[config.mk]
export PLATFORM = sky130hd
export DESIGN_NAME = fpop_decoder
export DESIGN_NICKNAME = d
export VERILOG_FILES = /design/src/rtl/fpop_pkg.sv /design/src/rtl/fpop_opcode_table.sv /design/src/rtl/fpop_reg_align.sv /design/src/rtl/fpop_out_slice.sv /design/src/rtl/fpop_decoder.sv
export SDC_FILE = /design/constraint.sdc
export NUM_CORES = 1
export LEC_CHECK = 0
export ABC_AREA = 1
export BUFFER_PORTS_ARGS = -buffer_cell sky130_fd_sc_hd__buf_2
export CORE_ASPECT_RATIO = 0.75
export CORE_MARGIN = 3
export CORE_UTILIZATION = 51
export DETAILED_ROUTE_END_ITERATION = 8
export GPL_ROUTABILITY_DRIVEN = 0
export PLACE_DENSITY = 0.79
export SYNTH_ARGS = -nofsm -noshare
export SYNTH_HDL_FRONTEND = slang
export SYNTH_HIERARCHICAL = 1
export SYNTH_SLANG_ARGS = --single-unit
[constraint.sdc]
create_clock -name clk -period 3.3 [get_ports clk]
set_input_delay 0.66 -clock clk [delete_from_list [all_inputs] [get_ports clk]]
set_output_delay 0.66 -clock clk [all_outputs]
set_load 0.1 [all_outputs]
[src/rtl/fpop_pkg.sv]
package fpop_pkg;

  localparam int WORD_W  = 32;
  localparam int REG_W   = 5;
  localparam int OPF_W   = 9;
  localparam int TRAP_W  = 3;
  localparam int NOPND   = 3;

  localparam logic [WORD_W-1:0] CLASS_MASK = 32'hC1F8_0000;
  localparam logic [WORD_W-1:0] ARITH_VAL  = 32'h81A0_0000;
  localparam logic [WORD_W-1:0] CMP_VAL    = 32'h81A8_0000;
  localparam logic [TRAP_W-1:0] TRAP_BAD_REG = 3'd6;

  typedef enum logic [1:0] {
    SZ_NONE = 2'd0,
    SZ_SGL  = 2'd1,
    SZ_DBL  = 2'd2,
    SZ_QUAD = 2'd3
  } opsize_e;

  typedef struct packed {
    logic    pk;
    opsize_e sz;
  } opnd_t;

  typedef struct packed {
    opnd_t rd;
    opnd_t rs2;
    opnd_t rs1;
  } desc_t;

  localparam desc_t DESC_NONE = '0;

  typedef struct packed {
    logic              known;
    logic              is_cmp;
    logic [OPF_W-1:0]  opf;
    desc_t             desc;
    logic              fault;
    logic [TRAP_W-1:0] trap;
    logic [REG_W-1:0]  rs1;
    logic [REG_W-1:0]  rs2;
    logic [REG_W-1:0]  rd;
  } dec_t;

  function automatic desc_t mk(opsize_e dsz, logic dpk, opsize_e bsz, logic bpk,
                               opsize_e asz, logic apk);
    desc_t d;
    d.rd.sz  = dsz;
    d.rd.pk  = dpk;
    d.rs2.sz = bsz;
    d.rs2.pk = bpk;
    d.rs1.sz = asz;
    d.rs1.pk = apk;
    return d;
  endfunction

endpackage

[src/rtl/fpop_opcode_table.sv]
module fpop_opcode_table
  import fpop_pkg::*;
(
  input  logic             cls_arith,
  input  logic             cls_cmp,
  input  logic [OPF_W-1:0] opf,
  output desc_t            desc
);

  desc_t arith_d;
  desc_t cmp_d;

  // Arithmetic-class table
  always_comb begin
    case (opf)
      9'h041, 9'h045, 9'h049, 9'h04D: arith_d = mk(SZ_SGL,  1'b1, SZ_SGL,  1'b1, SZ_SGL,  1'b1);
      9'h042, 9'h046, 9'h04A, 9'h04E: arith_d = mk(SZ_DBL,  1'b1, SZ_DBL,  1'b1, SZ_DBL,  1'b1);
      9'h043, 9'h047, 9'h04B, 9'h04F: arith_d = mk(SZ_QUAD, 1'b1, SZ_QUAD, 1'b1, SZ_QUAD, 1'b1);
      9'h069: arith_d = mk(SZ_DBL,  1'b1, SZ_SGL,  1'b1, SZ_SGL,  1'b1);
      9'h06E: arith_d = mk(SZ_QUAD, 1'b1, SZ_DBL,  1'b1, SZ_DBL,  1'b1);
      9'h029: arith_d = mk(SZ_SGL,  1'b1, SZ_SGL,  1'b1, SZ_NONE, 1'b0);
      9'h02A: arith_d = mk(SZ_DBL,  1'b1, SZ_DBL,  1'b1, SZ_NONE, 1'b0);
      9'h02B: arith_d = mk(SZ_QUAD, 1'b1, SZ_QUAD, 1'b1, SZ_NONE, 1'b0);
      9'h0C6: arith_d = mk(SZ_SGL,  1'b1, SZ_DBL,  1'b1, SZ_NONE, 1'b0);
      9'h0C7: arith_d = mk(SZ_SGL,  1'b1, SZ_QUAD, 1'b1, SZ_NONE, 1'b0);
      9'h0C9: arith_d = mk(SZ_DBL,  1'b1, SZ_SGL,  1'b1, SZ_NONE, 1'b0);
      9'h0CB: arith_d = mk(SZ_DBL,  1'b1, SZ_QUAD, 1'b1, SZ_NONE, 1'b0);
      9'h0CD: arith_d = mk(SZ_QUAD, 1'b1, SZ_SGL,  1'b1, SZ_NONE, 1'b0);
      9'h0CE: arith_d = mk(SZ_QUAD, 1'b1, SZ_DBL,  1'b1, SZ_NONE, 1'b0);
      9'h0C4: arith_d = mk(SZ_SGL,  1'b1, SZ_SGL,  1'b0, SZ_NONE, 1'b0);
      9'h0C8: arith_d = mk(SZ_DBL,  1'b1, SZ_SGL,  1'b0, SZ_NONE, 1'b0);
      9'h0CC: arith_d = mk(SZ_QUAD, 1'b1, SZ_SGL,  1'b0, SZ_NONE, 1'b0);
      9'h0D1: arith_d = mk(SZ_SGL,  1'b0, SZ_SGL,  1'b1, SZ_NONE, 1'b0);
      9'h0D2: arith_d = mk(SZ_SGL,  1'b0, SZ_DBL,  1'b1, SZ_NONE, 1'b0);
      9'h0D3: arith_d = mk(SZ_SGL,  1'b0, SZ_QUAD, 1'b1, SZ_NONE, 1'b0);
      9'h001, 9'h005, 9'h009:
              arith_d = mk(SZ_SGL,  1'b0, SZ_SGL,  1'b0, SZ_NONE, 1'b0);
      default: arith_d = DESC_NONE;
    endcase
  end

  // Compare-class table: destination is the condition code
  always_comb begin
    case (opf)
      9'h051, 9'h055: cmp_d = mk(SZ_NONE, 1'b0, SZ_SGL,  1'b1, SZ_SGL,  1'b1);
      9'h052, 9'h056: cmp_d = mk(SZ_NONE, 1'b0, SZ_DBL,  1'b1, SZ_DBL,  1'b1);
      9'h053, 9'h057: cmp_d = mk(SZ_NONE, 1'b0, SZ_QUAD, 1'b1, SZ_QUAD, 1'b1);
      default:        cmp_d = DESC_NONE;
    endcase
  end

  // Class picks the table, so an opcode in the wrong class misses
  always_comb begin
    if (cls_arith)    desc = arith_d;
    else if (cls_cmp) desc = cmp_d;
    else              desc = DESC_NONE;
  end

endmodule

[src/rtl/fpop_reg_align.sv]
module fpop_reg_align
  import fpop_pkg::*;
(
  input  desc_t            desc,
  input  logic [REG_W-1:0] rs1,
  input  logic [REG_W-1:0] rs2,
  input  logic [REG_W-1:0] rd,
  output logic             bad
);

  localparam int DST = NOPND - 1;

  opnd_t            ops [NOPND];
  logic [REG_W-1:0] idx [NOPND];
  logic [NOPND-1:0] bad_v;

  assign ops[0] = desc.rs1;
  assign ops[1] = desc.rs2;
  assign ops[2] = desc.rd;
  assign idx[0] = rs1;
  assign idx[1] = rs2;
  assign idx[2] = rd;

  for (genvar g = 0; g < NOPND; g++) begin : g_op
    logic misal;
    always_comb begin
      case (ops[g].sz)
        SZ_QUAD: misal = |idx[g][1:0];
        SZ_DBL:  misal = idx[g][0];
        default: misal = 1'b0;
      endcase
    end
    if (g == DST) begin : g_dst
      // size-none destination is the condition code: field must be zero
      assign bad_v[g] = misal || ((ops[g].sz == SZ_NONE) && (|idx[g]));
    end else begin : g_src
      assign bad_v[g] = misal;
    end
  end

  assign bad = |bad_v;

endmodule

[src/rtl/fpop_out_slice.sv]
module fpop_out_slice #(
  parameter int W = 8
) (
  input  logic         clk,
  input  logic         rst_n,
  input  logic         in_valid,
  output logic         in_ready,
  input  logic [W-1:0] in_data,
  output logic         out_valid,
  input  logic         out_ready,
  output logic [W-1:0] out_data
);

  assign in_ready = !out_valid || out_ready;

  always_ff @(posedge clk) begin
    if (!rst_n) begin
      out_valid <= 1'b0;
      out_data  <= '0;
    end else if (in_ready) begin
      out_valid <= in_valid;
      if (in_valid) out_data <= in_data;
    end
  end

  a_r11_hold: assert property (@(posedge clk) disable iff (!rst_n)
    (out_valid && !out_ready) |=> (out_valid && $stable(out_data)));

  a_r11_load: assert property (@(posedge clk) disable iff (!rst_n)
    (in_valid && in_ready) |=> (out_valid && out_data == $past(in_data)));

  a_r11_ready: assert property (@(posedge clk) disable iff (!rst_n)
    !out_valid |-> in_ready);

endmodule

[src/rtl/fpop_decoder.sv]
module fpop_decoder
  import fpop_pkg::*;
(
  input  logic              clk,
  input  logic              rst_n,
  input  logic              in_valid,
  output logic              in_ready,
  input  logic [31:0]       in_word,
  output logic              out_valid,
  input  logic              out_ready,
  output logic              out_known,
  output logic              out_is_cmp,
  output logic [8:0]        out_opf,
  output logic [8:0]        out_desc,
  output logic [4:0]        out_rs1,
  output logic [4:0]        out_rs2,
  output logic [4:0]        out_rd,
  output logic              out_fault,
  output logic [2:0]        out_trap
);

  localparam int DEC_W = $bits(dec_t);

  // field extraction
  logic [OPF_W-1:0] f_opf;
  logic [REG_W-1:0] f_rs1, f_rs2, f_rd;
  assign f_opf = in_word[13:5];
  assign f_rs1 = in_word[18:14];
  assign f_rs2 = in_word[4:0];
  assign f_rd  = in_word[29:25];

  // class match
  logic cls_arith, cls_cmp;
  assign cls_arith = (in_word & CLASS_MASK) == ARITH_VAL;
  assign cls_cmp   = (in_word & CLASS_MASK) == CMP_VAL;

  desc_t raw_desc;
  logic  align_bad;

  fpop_opcode_table u_tbl (
    .cls_arith (cls_arith),
    .cls_cmp   (cls_cmp),
    .opf       (f_opf),
    .desc      (raw_desc)
  );

  fpop_reg_align u_align (
    .desc (raw_desc),
    .rs1  (f_rs1),
    .rs2  (f_rs2),
    .rd   (f_rd),
    .bad  (align_bad)
  );

  dec_t nxt;
  logic known, fault, pass;
  assign known = raw_desc != DESC_NONE;
  assign fault = known && align_bad;
  assign pass  = known && !fault;

  always_comb begin
    nxt.known  = known;
    nxt.is_cmp = known && cls_cmp;
    nxt.opf    = known ? f_opf : '0;
    nxt.desc   = raw_desc;
    nxt.fault  = fault;
    nxt.trap   = fault ? TRAP_BAD_REG : '0;
    nxt.rs1    = pass ? f_rs1 : '0;
    nxt.rs2    = pass ? f_rs2 : '0;
    nxt.rd     = pass ? f_rd  : '0;
  end

  logic [DEC_W-1:0] q_vec;
  dec_t             q;

  fpop_out_slice #(.W(DEC_W)) u_slice (
    .clk       (clk),
    .rst_n     (rst_n),
    .in_valid  (in_valid),
    .in_ready  (in_ready),
    .in_data   (nxt),
    .out_valid (out_valid),
    .out_ready (out_ready),
    .out_data  (q_vec)
  );

  assign q          = dec_t'(q_vec);
  assign out_known  = q.known;
  assign out_is_cmp = q.is_cmp;
  assign out_opf    = q.opf;
  assign out_desc   = q.desc;
  assign out_fault  = q.fault;
  assign out_trap   = q.trap;
  assign out_rs1    = q.rs1;
  assign out_rs2    = q.rs2;
  assign out_rd     = q.rd;

  a_r1_unknown_clean: assert property (@(posedge clk) disable iff (!rst_n)
    (out_valid && !out_known) |-> (out_desc == '0 && !out_fault && out_opf == '0 && !out_is_cmp));

  a_r8_trap_code: assert property (@(posedge clk) disable iff (!rst_n)
    out_valid |-> (out_fault ? (out_trap == TRAP_BAD_REG) : (out_trap == '0)));

  a_r10_zero_idx: assert property (@(posedge clk) disable iff (!rst_n)
    (out_valid && (out_fault || !out_known)) |-> (out_rs1 == '0 && out_rs2 == '0 && out_rd == '0));

  a_r8_quad_aligned: assert property (@(posedge clk) disable iff (!rst_n)
    (out_valid && out_known && !out_fault && out_desc[1:0] == 2'd3) |-> (out_rs1[1:0] == 2'b00));

  a_r9_cmp_dest: assert property (@(posedge clk) disable iff (!rst_n)
    (out_valid && out_is_cmp && !out_fault) |-> (out_rd == '0 && out_desc[7:6] == 2'd0));

endmodule

==> results by stage, run 1 <==
Synthesis:
- Sorting the synthesized cells by area gives the leading types as sky130_fd_sc_hd__dfxtp_1 28%, sky130_fd_sc_hd__nor2_1 14%, sky130_fd_sc_hd__inv_1 13%, sky130_fd_sc_hd__nand2_1 12%, sky130_fd_sc_hd__nand3_1 11%.
- The fraction of synthesized cell area taken by the top area cell type is 0.279.
- The count of yosys warnings during synthesis is 6.
- The mean post-synth cell area is between 5 and 6 um^2.
- The number of enable flip-flop cells after synthesis is 0.
- The leading area contributor after synthesis is sky130_fd_sc_hd__dfxtp_1.
- The sequential fraction of the synthesis area is 0.279.
- The synthesized netlist contains 30 unique library cells.
- The synthesized netlist cell count is a little under 500.
- After synthesis the cells add up to 0.00287 mm^2.
- The synthesized netlist net count is approximately 530.
- The post-synthesis register bit count is 40.
- The most used flip-flop cell after synthesis is sky130_fd_sc_hd__dfxtp_1.
- The share of synthesized registers carrying an async set or reset is 0.

STA:
- Setup repair after global routing left no endpoint under its margin.
- The final hold slack is ~0.48 ns.
- At the pin with the least slew margin, the transition time is just under 0.8 ns.
- The total negative slack for setup checks is 0 ns.
- Static timing analysis puts the maximum clock frequency at approximately 360 MHz.
- The number of hold-slack violations in the final timing report is 0.
- Between clock sinks in the finished design, the worst skew comes to between 0.01 and 0.015 ns.
- In this run the tightest slew margin relative to its limit is 0.481.
- After layout, the minimum clock period comes to between 2 and 3 ns.
- The max-slew violation count was 0.
- Setup violations remaining at the end of the flow were counted as 0.
- In the finished design, the share of the clock period the worst path needs comes to 0.852.

Floorplan:
- The number of primary I/O pins is between 70 and 80.
- For this configuration, the core starts out at a cell density of 0.558.
- The full die area is around 0.0066 mm^2.
- The die is roughly 71 um tall.
- The placeable core region is ~0.0051 mm^2.
- The width of the chip is a little over 90 um.
- After floorplanning, the core was divided into 22 placement rows.

Placement:
- The total of buffers placed on input and output ports is 76.
- Summed over all nets, the half-perimeter wirelength after detailed placement is 5.28 mm.

Clock tree:
- The clock passes through at most 2 buffers.
- CTS saw 40 sinks.
- The total number of H-tree levels is 2.
- TritonCTS built the clock tree.
- The tree is rooted in a sky130_fd_sc_hd__clkbuf_8.
- The number of hold buffers added after cts is 0.
- After clock tree synthesis, the clock-pin slew on the worst setup and hold paths is approximately 0.070 ns.
- The number of clock buffers added by TritonCTS is 5.
- The later-pin clock latency in the skew report is approximately 0.3 ns.
- Post-CTS repair changed the size of 0 cells.
- The post-CTS setup-driven buffer insertion count is 0.

GRT:
- The maximum number of pins on one net before global-route repair is 80.
- In the global route stage, overall resource usage came out at 0.220.
- The number of antenna violations at the first check in global routing is 0.
- The total overflow left after global routing is 0.
- The via count of the first global-routing pass is 2762.
- The first global-routing pass estimated between 10 and 15 mm of wire.

Route:
- For this block, the routed nets add up to between 7 and 8 mm of wire.
- The met1 routed wirelength after detailed routing is around 3.4 mm.
- After detailed routing, the average wire length per cell comes to between 10 and 15 um.
- Across all layers, the routed design uses about 3200 vias.
- The length of routed met2 wiring is about 2.9 mm.
- After detailed routing, the met3 layer carries between 600 and 700 um of wire.
- The count of routing violations after the opening detailed-route iteration is 316.
- The residual DRC count is 0.
- Before antenna repair, the detailed router went through 5 iterations.
- The highest metal layer with signal wires is met4.
- The detail route stage leaves a number of antenna-violating nets equal to 0.
- The detailed-route vias per instance is 5.03.

Power and ir drop:
- The overall power of the completed layout is about 1.4 mW.
- IR analysis of the VDD net gives a maximum drop of roughly 260 uV.
- The static leakage is 1.91 nW.
- The areal power density over the cells is 410 mW/mm^2.

Worst setup path:
- The kind of start point of the critical path is an input pin.
- The critical path endpoint category is a register.
- The worst path required time is around 3.5 ns.
- For the worst setup path, the data arrival time is 3.05 ns.
- Of all nets on the critical path, the largest fanout is 15.
- The class of the most critical setup path is input pin to register.

Cells and area:
- The final layout contains around 600 nets.
- Compared with the post-synthesis result, the final layout area differs by 16.3%.
- The final antenna diode count is 0.
- The proportion of layout cells with a drive suffix above 1 is 0.198.

Status:
- The run finished with clean final reports.

Job:
- Across the run, the number of max-cap violations was 0.

Min path:
- The min-delay analysis places its worst path in the category register to register.
final timing paths:
kind / depth (start not counted) / end / slack (ns) / from
worst min-delay path: 2 / u_slice/out_data[13] / 0.48 / u_slice/out_data[13]
worst max register to register: 5 / u_slice/out_data[24] / 1.86 / u_slice/out_valid
worst min register to register: 2 / u_slice/out_data[13] / 0.48 / u_slice/out_data[13]
worst max-delay path: 19 / u_slice/out_data[6] / 0.49 / in_word[9]
worst max-delay path, cell delays in order:
cell and delay [ns]:
sky130_fd_sc_hd__buf_2 0.12, sky130_fd_sc_hd__inv_1 0.11, sky130_fd_sc_hd__nand2_1 0.09, sky130_fd_sc_hd__nor2_2 0.34
sky130_fd_sc_hd__nand3_1 0.20, sky130_fd_sc_hd__nand3_1 0.11, sky130_fd_sc_hd__nand3b_1 0.11, sky130_fd_sc_hd__nor2_1 0.04
sky130_fd_sc_hd__nor2_1 0.23, sky130_fd_sc_hd__nand3b_1 0.15, sky130_fd_sc_hd__nand2_1 0.05, sky130_fd_sc_hd__nor2_1 0.08
sky130_fd_sc_hd__nand3_1 0.09, sky130_fd_sc_hd__o21bai_4 0.26, sky130_fd_sc_hd__nor2_1 0.12, sky130_fd_sc_hd__inv_1 0.04
sky130_fd_sc_hd__nand3_1 0.07, sky130_fd_sc_hd__nand2_1 0.07, sky130_fd_sc_hd__nor2_1 0.10
stage by stage:
| stage | instances | cell area (um^2) | worst slack, ns | utilization |
|---|---|---|---|---|
| floorplan | 497 | 2870 | 0.693 | - |
| global placement | 626 | 3220 | 0.327 | 0.626 |
| detailed placement | 626 | 3220 | 0.239 | 0.626 |
| CTS | 634 | 3340 | 0.537 | 0.649 |
| global route | 634 | 3340 | 0.161 | 0.649 |
| finish | 634 | 3340 | 0.489 | 0.649 |
cells in the mapped netlist, drive strengths merged, types with 2 or more instances:
| cell | instances |
|---|---|
| a21boi | 2 |
| a21oi | 40 |
| buf | 22 |
| clkbuf | 2 |
| dfxtp | 40 |
| inv | 97 |
| nand2 | 96 |
| nand3 | 68 |
| nand3b | 6 |
| nand4 | 2 |
| nor2 | 108 |
| nor3 | 4 |
| o211ai | 3 |
| o21ai | 2 |
flip-flops by register name, indices dropped and copies added, names as in the netlist:
name,cells
u_slice/out_data,39
u_slice/out_valid,1
cell families (layout without fill, tap and decap cells):
kind of cell    after synthesis  count (layout)  share of synthesized area
flops                        40              40                      0.279
other cells                   1               1                    0.00131
compound gates               50              50                      0.111
simple gates                285             285                      0.428
buf+inv                     121             186                      0.181
placed cells by master, fill, tap and decap left out, types with 2 or more instances in the layout:
cell                       instances
sky130_fd_sc_hd__a21oi_1          30
sky130_fd_sc_hd__nand3b_1          6
sky130_fd_sc_hd__buf_2            76
sky130_fd_sc_hd__nor2_2            4
sky130_fd_sc_hd__clkbuf_8          5
sky130_fd_sc_hd__o211ai_1          3
sky130_fd_sc_hd__nand2_1          95
sky130_fd_sc_hd__o21ai_0           2
sky130_fd_sc_hd__inv_1            96
sky130_fd_sc_hd__nor2_1          104
sky130_fd_sc_hd__nand3_1          64
sky130_fd_sc_hd__a21oi_2          10
sky130_fd_sc_hd__nand4_1           2
sky130_fd_sc_hd__nor3_1            3
sky130_fd_sc_hd__buf_4             5
sky130_fd_sc_hd__nand3_2           4
sky130_fd_sc_hd__dfxtp_1          40
metal layers:
metal,vias up,global-route usage
met1,1380,0.308
met2,140,0.334
met4,0,0.0667
met5,-,0
met3,22,0.0553
li1,1645,-
report_power, final:
part | switching, mW | internal, mW
Sequential | 0.0159 | 0.512
Clock | 0.187 | 0.228
Combinational | 0.342 | 0.0852
Total | 0.545 | 0.825
final cells by class:
type,count,area (um^2)
Multi-Input combinational cell,336,1550
Sequential cell,40,801
Tap cell,72,90.1
Clock buffer,5,68.8
Timing Repair Buffer,81,418
Inverter,97,364
Clock inverter,3,46.3
Fill cell,528,1810
Note: power is estimated with default switching activity, not from simulation.
==> run 2, diff against run 1 <==
CORE_UTILIZATION = 48   (was 51)
PLACE_DENSITY = 0.78   (was 0.79)
clock period = 2.5 ns   (was 3.3 ns; I/O delays follow)
==> run 2 against run 1 <==
Compared with the run above: sequential share of layout area shrank 3.7 points; wire length grew 21%; the run now ends with negative setup slack left; setup slack got worse by 0.58 ns; final cell count rose by 7.3%; design area grew 18%; register-to-register slack worse by 0.52 ns; critical path depth up 1; die area is 5.8% higher; largest cell class unchanged.
==> results by stage, run 2 (synthesized netlist as in run 1, its figures left out) <==
Route:
- The number of vias in the routed layout was 3404 (was 3187).
- The average wire length per cell after detail routing is 12.5 um (was 11.1 um).
- The met1 routed wirelength after detailed routing is 3.72 mm (was 3.36 mm).
- The met3 wire length is 732 um (was 659 um).
- The detailed-route vias per instance is 5.01 (was 5.03).
- The iteration count of the initial detailed-routing pass is 5 (unchanged).
- The overall routed net length came to 8.53 mm (was 7.03 mm).
- The residual DRC count is 0 (unchanged).
- The count of routing violations after the opening detailed-route iteration is 226 (was 316).
- The highest metal layer with signal wires is met4 (unchanged).
- The length of routed met2 wiring is 3.88 mm (was 2.88 mm).
- The number of antenna-violating nets in the routed design is 0 (unchanged).

Power and ir drop:
- The internal power came to 1.12 mW (was 825 uW).
- The fraction of power consumed by sequential logic is 0.374 (was 0.386).
- The static leakage is 2.18 nW (was 1.91 nW).
- The relative contribution of combinational cells to total power was 0.331 (was 0.312).
- The peak supply drop is 323 uV (was 257 uV).
- The power spent charging and discharging nets is 748 uW (was 545 uW).
- The proportion of total power due to net switching is 0.400 (was 0.397).
- The clock power share is 0.295 (was 0.303).
- The overall power of the completed layout was 1.87 mW (was 1.37 mW).
- The areal power density over the cells came to 474 mW/mm^2 (was 410 mW/mm^2).

Status:
- Outcome: finished with violations (was complete, no violations).
- The final reports fail on negative setup slack.

Min path:
- The type of the most critical hold path is register to register (unchanged).
- The endpoint with the worst hold slack is u_slice/out_data[18] (was u_slice/out_data[13]).
- The cell depth of the worst hold path is 2 (unchanged).
- The start point of the worst hold path is u_slice/out_data[18] (was u_slice/out_data[13]).

STA:
- The clock skew is 0.00633 ns (was 0.0108 ns).
- The final hold slack is 0.484 ns (was 0.481 ns).
- Timing would allow up to just under 400 MHz.
- The transition time of the tightest slew-check pin was 0.696 ns (was 0.778 ns).
- The worst max-slew margin expressed relative to the limit is 0.536 (was 0.481).
- Unrepaired setup endpoints after global routing: true (was false).
- The final number of setup-violating endpoints is 7 (was 0).
- The final worst-path cycle share is 1.04.
- The final worst slack is -0.0913 ns (was 0.489 ns).
- The max-slew violation count is 0 (unchanged).
- Subtracting the final worst setup slack from the clock period gives approximately 2.6 ns.
- The number of hold-slack violations in the final timing report is 0 (unchanged).

Worst setup path:
- The critical path's most frequent cell is sky130_fd_sc_hd__nand2_1 (was sky130_fd_sc_hd__nor2_1).
- The class of the most critical setup path was input pin to register (unchanged).
- The register-to-register setup slack came to 1.34 ns (was 1.86 ns).
- The standard cell with the maximum stage delay on the critical path is sky130_fd_sc_hd__o21bai_4 (was sky130_fd_sc_hd__nor2_2).
- The arrival time of data at the critical path endpoint is 2.79 ns (was 3.05 ns).
- The end of the worst register-to-register path is u_slice/out_data[28] (was u_slice/out_data[24]).
- The critical path endpoint category is a register (unchanged).
- The kind of start point of the critical path is an input pin (unchanged).
- The length in cells of the worst reg-to-reg path was 5 (unchanged).
- The delay contributed by the slowest stage of the critical path came to 0.23 ns (was 0.34 ns).
- The peak fanout along the critical path is 7 (was 15).
- The startpoint of the worst register-to-register path is u_slice/out_valid (unchanged).
- The worst path required time was 2.70 ns (was 3.53 ns).
- Cell-by-cell listing of the critical path: clkbuf_4 > inv_4 > nand2_1 > buf_4 > inv_1 > nand4_1 > nand3_1 > nor2_1 > nand3_1 > nand2_1 > nand2_1 > nor2_2 > nand3_2 > buf_4 > o21bai_4 > nor2_1 > inv_1 > nand3_1 > nand2_1 > nor2_1 (was buf_2 > inv_1 > nand2_1 > nor2_2 > nand3_1 > nand3_1 > nand3b_1 > nor2_1 > nor2_1 > nand3b_1 > nand2_1 > nor2_1 > nand3_1 > o21bai_4 > nor2_1 > inv_1 > nand3_1 > nand2_1 > nor2_1).

Clock tree:
- The maximum clock path buffer count is 2 (unchanged).
- The total number of H-tree levels was 2 (unchanged).
- The CTS sink count is 40 (unchanged).
- The later-pin clock latency in the skew report is 0.30 ns (about the same).
- The clock-pin slew on the worst setup and hold paths came to 0.09 ns (was 0.07 ns).
- The clock root buffer is sky130_fd_sc_hd__clkbuf_8 (unchanged).
- The TritonCTS clock tree is yes (unchanged).
- The TritonCTS buffer count is 5 (unchanged).

Cells and area:
- The final antenna diode count is 0 (unchanged).
- The post-layout net count is 640 (was 597).
- The post-synthesis to final-layout area growth was 37.5% (was 16.3%).
- The count of fill cells added during filler insertion is 467 (was 528).
- Most frequent cells in the layout: 93 x sky130_fd_sc_hd__nor2_1, 89 x sky130_fd_sc_hd__inv_1, 79 x sky130_fd_sc_hd__nand2_1 (was 104 x sky130_fd_sc_hd__nor2_1, 96 x sky130_fd_sc_hd__inv_1, 95 x sky130_fd_sc_hd__nand2_1).
- The flip-flop count of the largest register after layout is 39 (unchanged).
- The commonest non-fill, non-tap cell in the layout is sky130_fd_sc_hd__nor2_1 (unchanged).
- Largest registers ranked by flip-flop count: u_slice/out_data: 39 flops, u_slice/out_valid: 1 flops (unchanged).
- The register ranked first by flip-flop count is u_slice/out_data (unchanged).
- The proportion of layout cells with a drive suffix above 1 is 0.332 (was 0.198).

Floorplan:
- The width of the chip came to 95.3 um (was 92.6 um).
- The placeable core region came to 0.00555 mm^2 (was 0.00515 mm^2).
- The standard-cell row count is 23 (was 22).
- The full die area came to 0.00695 mm^2 (was 0.00657 mm^2).
- The die outline height is 73.0 um (was 71.0 um).
- The initial cell density of the core is 0.517 (was 0.558).
- The number of primary I/O pins is 77 (unchanged).

Placement:
- The placed wire-length estimate is 5.74 mm (was 5.28 mm).
- The pre-CTS setup slack came to -0.212 ns (was 0.239 ns).
- The total of buffers placed on input and output ports was 76 (unchanged).

GRT:
- The via count of the first global-routing pass is 2830 (was 2762).
- The maximum number of pins on one net before global-route repair was 80 (unchanged).
- The overall routing resource usage was 0.223 (was 0.220).
- The total congestion overflow is 0 (unchanged).
- The first-pass GRT wire length is 12.5 mm (was 12.1 mm).
- The number of antenna violations at the first check in global routing came to 0 (unchanged).

Job:
- The max-capacitance violation count is 0 (unchanged).
## run 2: cell count changes in the layout (fill, tap and decap cells not counted), moves of 8 or more
cell / previous run / this run
sky130_fd_sc_hd__buf_4: 5 / 45
sky130_fd_sc_hd__nand3_1: 64 / 56
sky130_fd_sc_hd__nor2_1: 104 / 93
sky130_fd_sc_hd__nand2_2: 1 / 15
sky130_fd_sc_hd__nand2_1: 95 / 79
## run 2: per-stage QoR
step / TNS, ns / cells / util / area, um^2
finish: -0.340 / 680 / 0.711 / 3950
global route: -3.80 / 680 / 0.711 / 3950
CTS: 0 / 673 / 0.660 / 3660
detailed placement: -5.02 / 665 / 0.639 / 3550
global placement: -1.85 / 665 / 0.639 / 3550
floorplan: 0 / 497 / - / 2870
## run 2: cell type report
cell class / instances / area (um^2) / share of cell area
multi-input cells: 337 / 1760 / 0.446
repair buffers: 123 / 806 / 0.204
flip-flops and latches: 40 / 801 / 0.203
inverters: 97 / 369 / 0.0935
well taps: 75 / 93.8 / 0.0238
clock buffers: 5 / 68.8 / 0.0174
clock inverters: 3 / 46.3 / 0.0117
## run 2: what timing repair did
action                                  CTS  global route
setup buffers                             0             6
hold buffers                              0             0
endpoints found under the hold margin     0             0
endpoints found under the setup margin    0            29
gates resized for setup                   0            69
## run 2: power by group through the flow
stage	combinational, mW	clock (mW)	sequential (mW)
2_1_floorplan	0.184	0	0.993
3_3_place_gp	0.585	0	0.711
3_5_place_dp	0.592	0	0.713
4_1_cts	0.593	0.560	0.698
5_1_grt	0.656	0.584	0.703
6_report	0.619	0.551	0.698
## run 2: metal layers
| layer | track usage | vias up |
|---|---|---|
| met5 | 0 | - |
| met4 | 0.0608 | 0 |
| met3 | 0.0423 | 20 |
| met1 | 0.314 | 1482 |
| li1 | - | 1730 |
| met2 | 0.349 | 172 |
## run 2: critical path: cells and delay by family
| family | cells | cell delay (ns) |
|---|---|---|
| AO/OA/AOI/OAI | 1 | 0.23 |
| buffers and inverters | 6 | 0.68 |
| AND/OR/NAND/NOR | 13 | 1.38 |
## run 2: how the worst max path moves through the flow
stage,startpoint,to,cells past startpoint
global route,in_word[13],u_slice/out_data[11],20
detailed placement,in_word[30],u_slice/out_data[14],17
CTS,in_word[30],u_slice/out_data[5],17
global placement,in_word[13],u_slice/out_data[1],20
finish,in_word[13],u_slice/out_data[11],20
floorplan,in_word[9],u_slice/out_data[10],19
==> run 3, diff against run 2 <==
BUFFER_PORTS_ARGS = default   (was -buffer_cell sky130_fd_sc_hd__buf_2)
CORE_UTILIZATION = 51   (was 48)
DONT_BUFFER_PORTS = 1   (was default)
PLACE_DENSITY = 0.7   (was 0.78)
SETUP_SLACK_MARGIN = 0.02   (was default)
==> run 3 against run 2 <==
Compared with the run above: the run now ends clean; count of clock-buffer cells in the layout did not move; final cell count fell by 8.4%; die area fell by 5.5%; utilization fell by 2.3 points; sequential cell count did not move; wire length fell by 10%; clock power fell by 25%; largest cell class unchanged; highest routed layer unchanged.
==> results by stage, run 3 (synthesized netlist as in run 1, its figures left out) <==
Worst setup path:
- The critical path endpoint category is a register (unchanged).
- The class of the most critical setup path is input pin to register (unchanged).
- Cell-by-cell listing of the critical path: nand3b_1 > nor2_2 > nand2_1 > inv_1 > nand3_2 > nor4_4 > nand2_1 > buf_4 > nand2_2 > o21ai_0 > nand3_1 > o21bai_4 > nor2_1 > inv_1 > nand3_1 > nand2_1 > nor2_1 (was clkbuf_4 > inv_4 > nand2_1 > buf_4 > inv_1 > nand4_1 > nand3_1 > nor2_1 > nand3_1 > nand2_1 > nand2_1 > nor2_2 > nand3_2 > buf_4 > o21bai_4 > nor2_1 > inv_1 > nand3_1 > nand2_1 > nor2_1).
- The critical path's most frequent cell was sky130_fd_sc_hd__nand2_1 (unchanged).
- The cell class contributing the biggest share of worst-path delay is simple AND/OR/NAND/NOR gates (unchanged).
- The standard cell with the maximum stage delay on the critical path is sky130_fd_sc_hd__nor4_4 (was sky130_fd_sc_hd__o21bai_4).
- The combined buffer and inverter count along the critical path came to 3 (was 6).
- The worst path required time was 2.69 ns (was 2.70 ns).
- The kind of start point of the critical path is an input pin (unchanged).
- The delay contributed by the slowest stage of the critical path was 0.32 ns (was 0.23 ns).
- The arrival time of data at the critical path endpoint was 2.50 ns (was 2.79 ns).
- The peak fanout along the critical path is 8 (was 7).

Power and ir drop:
- The static leakage is 1.90 nW (was 2.18 nW).
- The peak supply drop was 236 uV (was 323 uV).
- The areal power density over the cells is 468 mW/mm^2 (was 474 mW/mm^2).

Cells and area:
- The final cell utilization of the core was 0.688 (was 0.711).
- The commonest non-fill, non-tap cell in the layout is sky130_fd_sc_hd__nor2_1 (unchanged).
- The final instance area is 0.00354 mm^2 (was 0.00395 mm^2).
- The post-synthesis to final-layout area growth came to 23.3% (was 37.5%).
- The register ranked first by flip-flop count is u_slice/out_data (unchanged).
- Largest registers ranked by flip-flop count: u_slice/out_data: 39 flops, u_slice/out_valid: 1 flops (unchanged).
- The final antenna diode count is 0 (unchanged).
- The count of fill cells added during filler insertion is 495 (was 467).
- Most frequent cells in the layout: 97 x sky130_fd_sc_hd__nor2_1, 96 x sky130_fd_sc_hd__inv_1, 88 x sky130_fd_sc_hd__nand2_1 (was 93 x sky130_fd_sc_hd__nor2_1, 89 x sky130_fd_sc_hd__inv_1, 79 x sky130_fd_sc_hd__nand2_1).
- The flip-flop count of the largest register after layout is 39 (unchanged).
- The proportion of layout cells with a drive suffix above 1 is 0.216 (was 0.332).
- The post-layout net count is 587 (was 640).

STA:
- Unrepaired setup endpoints after global routing: true (unchanged).
- The final hold slack is 0.323 ns (was 0.484 ns).
- The clock skew is 0.00336 ns (was 0.00633 ns).
- The final number of setup-violating endpoints is 0 (was 7).
- The maximum frequency from static timing analysis is 432 MHz (was 386 MHz).
- The max-slew violation count was 0 (unchanged).
- The final critical-path required period was 2.31 ns (was 2.59 ns).
- The final worst-path cycle share is 0.925 (was 1.04).
- The number of hold-slack violations in the final timing report came to 0 (unchanged).
- The final worst slack is 0.187 ns (was -0.0913 ns).

Floorplan:
- The width of the chip is 92.6 um (was 95.3 um).
- The placeable core region is 0.00515 mm^2 (was 0.00555 mm^2).
- The number of primary I/O pins is 77 (unchanged).
- The die outline height is 71.0 um (was 73.0 um).
- The standard-cell row count is 22 (was 23).
- The initial cell density of the core was 0.558 (was 0.517).
- The full die area is 0.00657 mm^2 (was 0.00695 mm^2).

Placement:
- The total of buffers placed on input and output ports was 0 (was 76).
- The total cell area at the placement stage was 0.00335 mm^2 (was 0.00355 mm^2).
- The placed wire-length estimate is 5.51 mm (was 5.74 mm).
- The pre-CTS setup slack is -0.147 ns (was -0.212 ns).

Clock tree:
- The maximum clock path buffer count is 2 (unchanged).
- The TritonCTS clock tree is yes (unchanged).
- The total number of H-tree levels is 2 (unchanged).
- The TritonCTS buffer count was 5 (unchanged).
- The clock-pin slew on the worst setup and hold paths is 0.08 ns (was 0.09 ns).
- The clock root buffer was sky130_fd_sc_hd__clkbuf_8 (unchanged).
- The number of hold buffers added after cts came to 0 (unchanged).
- The later-pin clock latency in the skew report is 0.29 ns (was 0.30 ns).
- The CTS sink count is 40 (unchanged).

GRT:
- The met1 capacity usage during global routing was 0.323 (was 0.314).
- The total congestion overflow is 0 (unchanged).
- The via count of the first global-routing pass is 2721 (was 2830).
- The overall routing resource usage was 0.227 (was 0.223).
- The number of antenna violations at the first check in global routing is 0 (unchanged).
- The maximum number of pins on one net before global-route repair is 80 (unchanged).
- The fraction of met3 tracks used by global routing is 0.0744 (was 0.0423).
- The global-route layer with the greatest usage is met2 (unchanged).
- The met2 routing resource usage after global routing is 0.331 (was 0.349).
- The first-pass GRT wire length is 12.3 mm (was 12.5 mm).

Route:
- The average wire length per cell after detail routing is 12.3 um (was 12.5 um).
- The detailed-route vias per instance is 5.00 (was 5.01).
- The iteration count of the initial detailed-routing pass came to 5 (unchanged).
- The number of antenna-violating nets in the routed design is 0 (unchanged).
- The residual DRC count is 0 (unchanged).
- The overall routed net length was 7.66 mm (was 8.53 mm).
- The number of vias in the routed layout was 3114 (was 3404).
- The count of routing violations after the opening detailed-route iteration is 195 (was 226).

Min path:
- The type of the most critical hold path was input pin to register (was register to register).

Status:
- Outcome: complete, no violations (was finished with violations).

Job:
- The max-capacitance violation count is 0 (unchanged).
==> run 3: cell count changes in the layout (fill, tap and decap cells not counted), moves of 5 or more <==
cell | previous run | this run
sky130_fd_sc_hd__buf_2 | 70 | 0
sky130_fd_sc_hd__buf_4 | 45 | 68
sky130_fd_sc_hd__nand2_1 | 79 | 88
sky130_fd_sc_hd__nand2_2 | 15 | 7
sky130_fd_sc_hd__inv_1 | 89 | 96
sky130_fd_sc_hd__inv_2 | 6 | 1
sky130_fd_sc_hd__nand3_1 | 56 | 61
==> run 3: stage by stage <==
step           setup TNS, ns  total power, mW  std cells
3_5_place_dp           -2.67             1.25        613
3_3_place_gp          -0.989             1.24        613
4_1_cts                    0             1.66        620
2_1_floorplan              0             1.18        497
6_report                   0             1.66        623
5_1_grt              -0.0987             1.74        623
==> run 3: layer usage <==
layer  share of wire  vias to the layer above
li1                -                     1627
met1            0.47                     1349
met2            0.42                      130
met3            0.10                        8
met4          0.0097                        0
met5               0                        -
==> run 3: area by class of cell <==
type / instances / area [um^2] / share of cell area
multi-input cells: 337 / 1650 / 0.467
flip-flops and latches: 40 / 801 / 0.226
repair buffers: 70 / 551 / 0.156
inverters: 97 / 364 / 0.103
well taps: 72 / 90.1 / 0.0255
clock buffers: 5 / 68.8 / 0.0194
clock inverters: 2 / 12.5 / 0.00353
==> run 3: report_power, final <==
part           internal, mW  total (mW)  switching (mW)
registers             0.676       0.693          0.0172
logic                 0.129       0.548           0.419
clock network         0.189       0.416           0.227
==> run 3: what timing repair did <==
item,CTS,global route
endpoints found under the setup margin,0,26
gates resized for setup,0,24
buffers inserted,0,2
==> run 3: final timing paths <==
kind	from	to	slack (ns)	cells past startpoint
setup / recovery	in_word[30]	u_slice/out_data[5]	0.19	17
hold / removal	rst_n	u_slice/out_data[9]	0.32	2
setup reg to reg	u_slice/out_valid	u_slice/out_data[2]	1.34	5
hold reg to reg	u_slice/out_data[15]	u_slice/out_data[15]	0.49	2
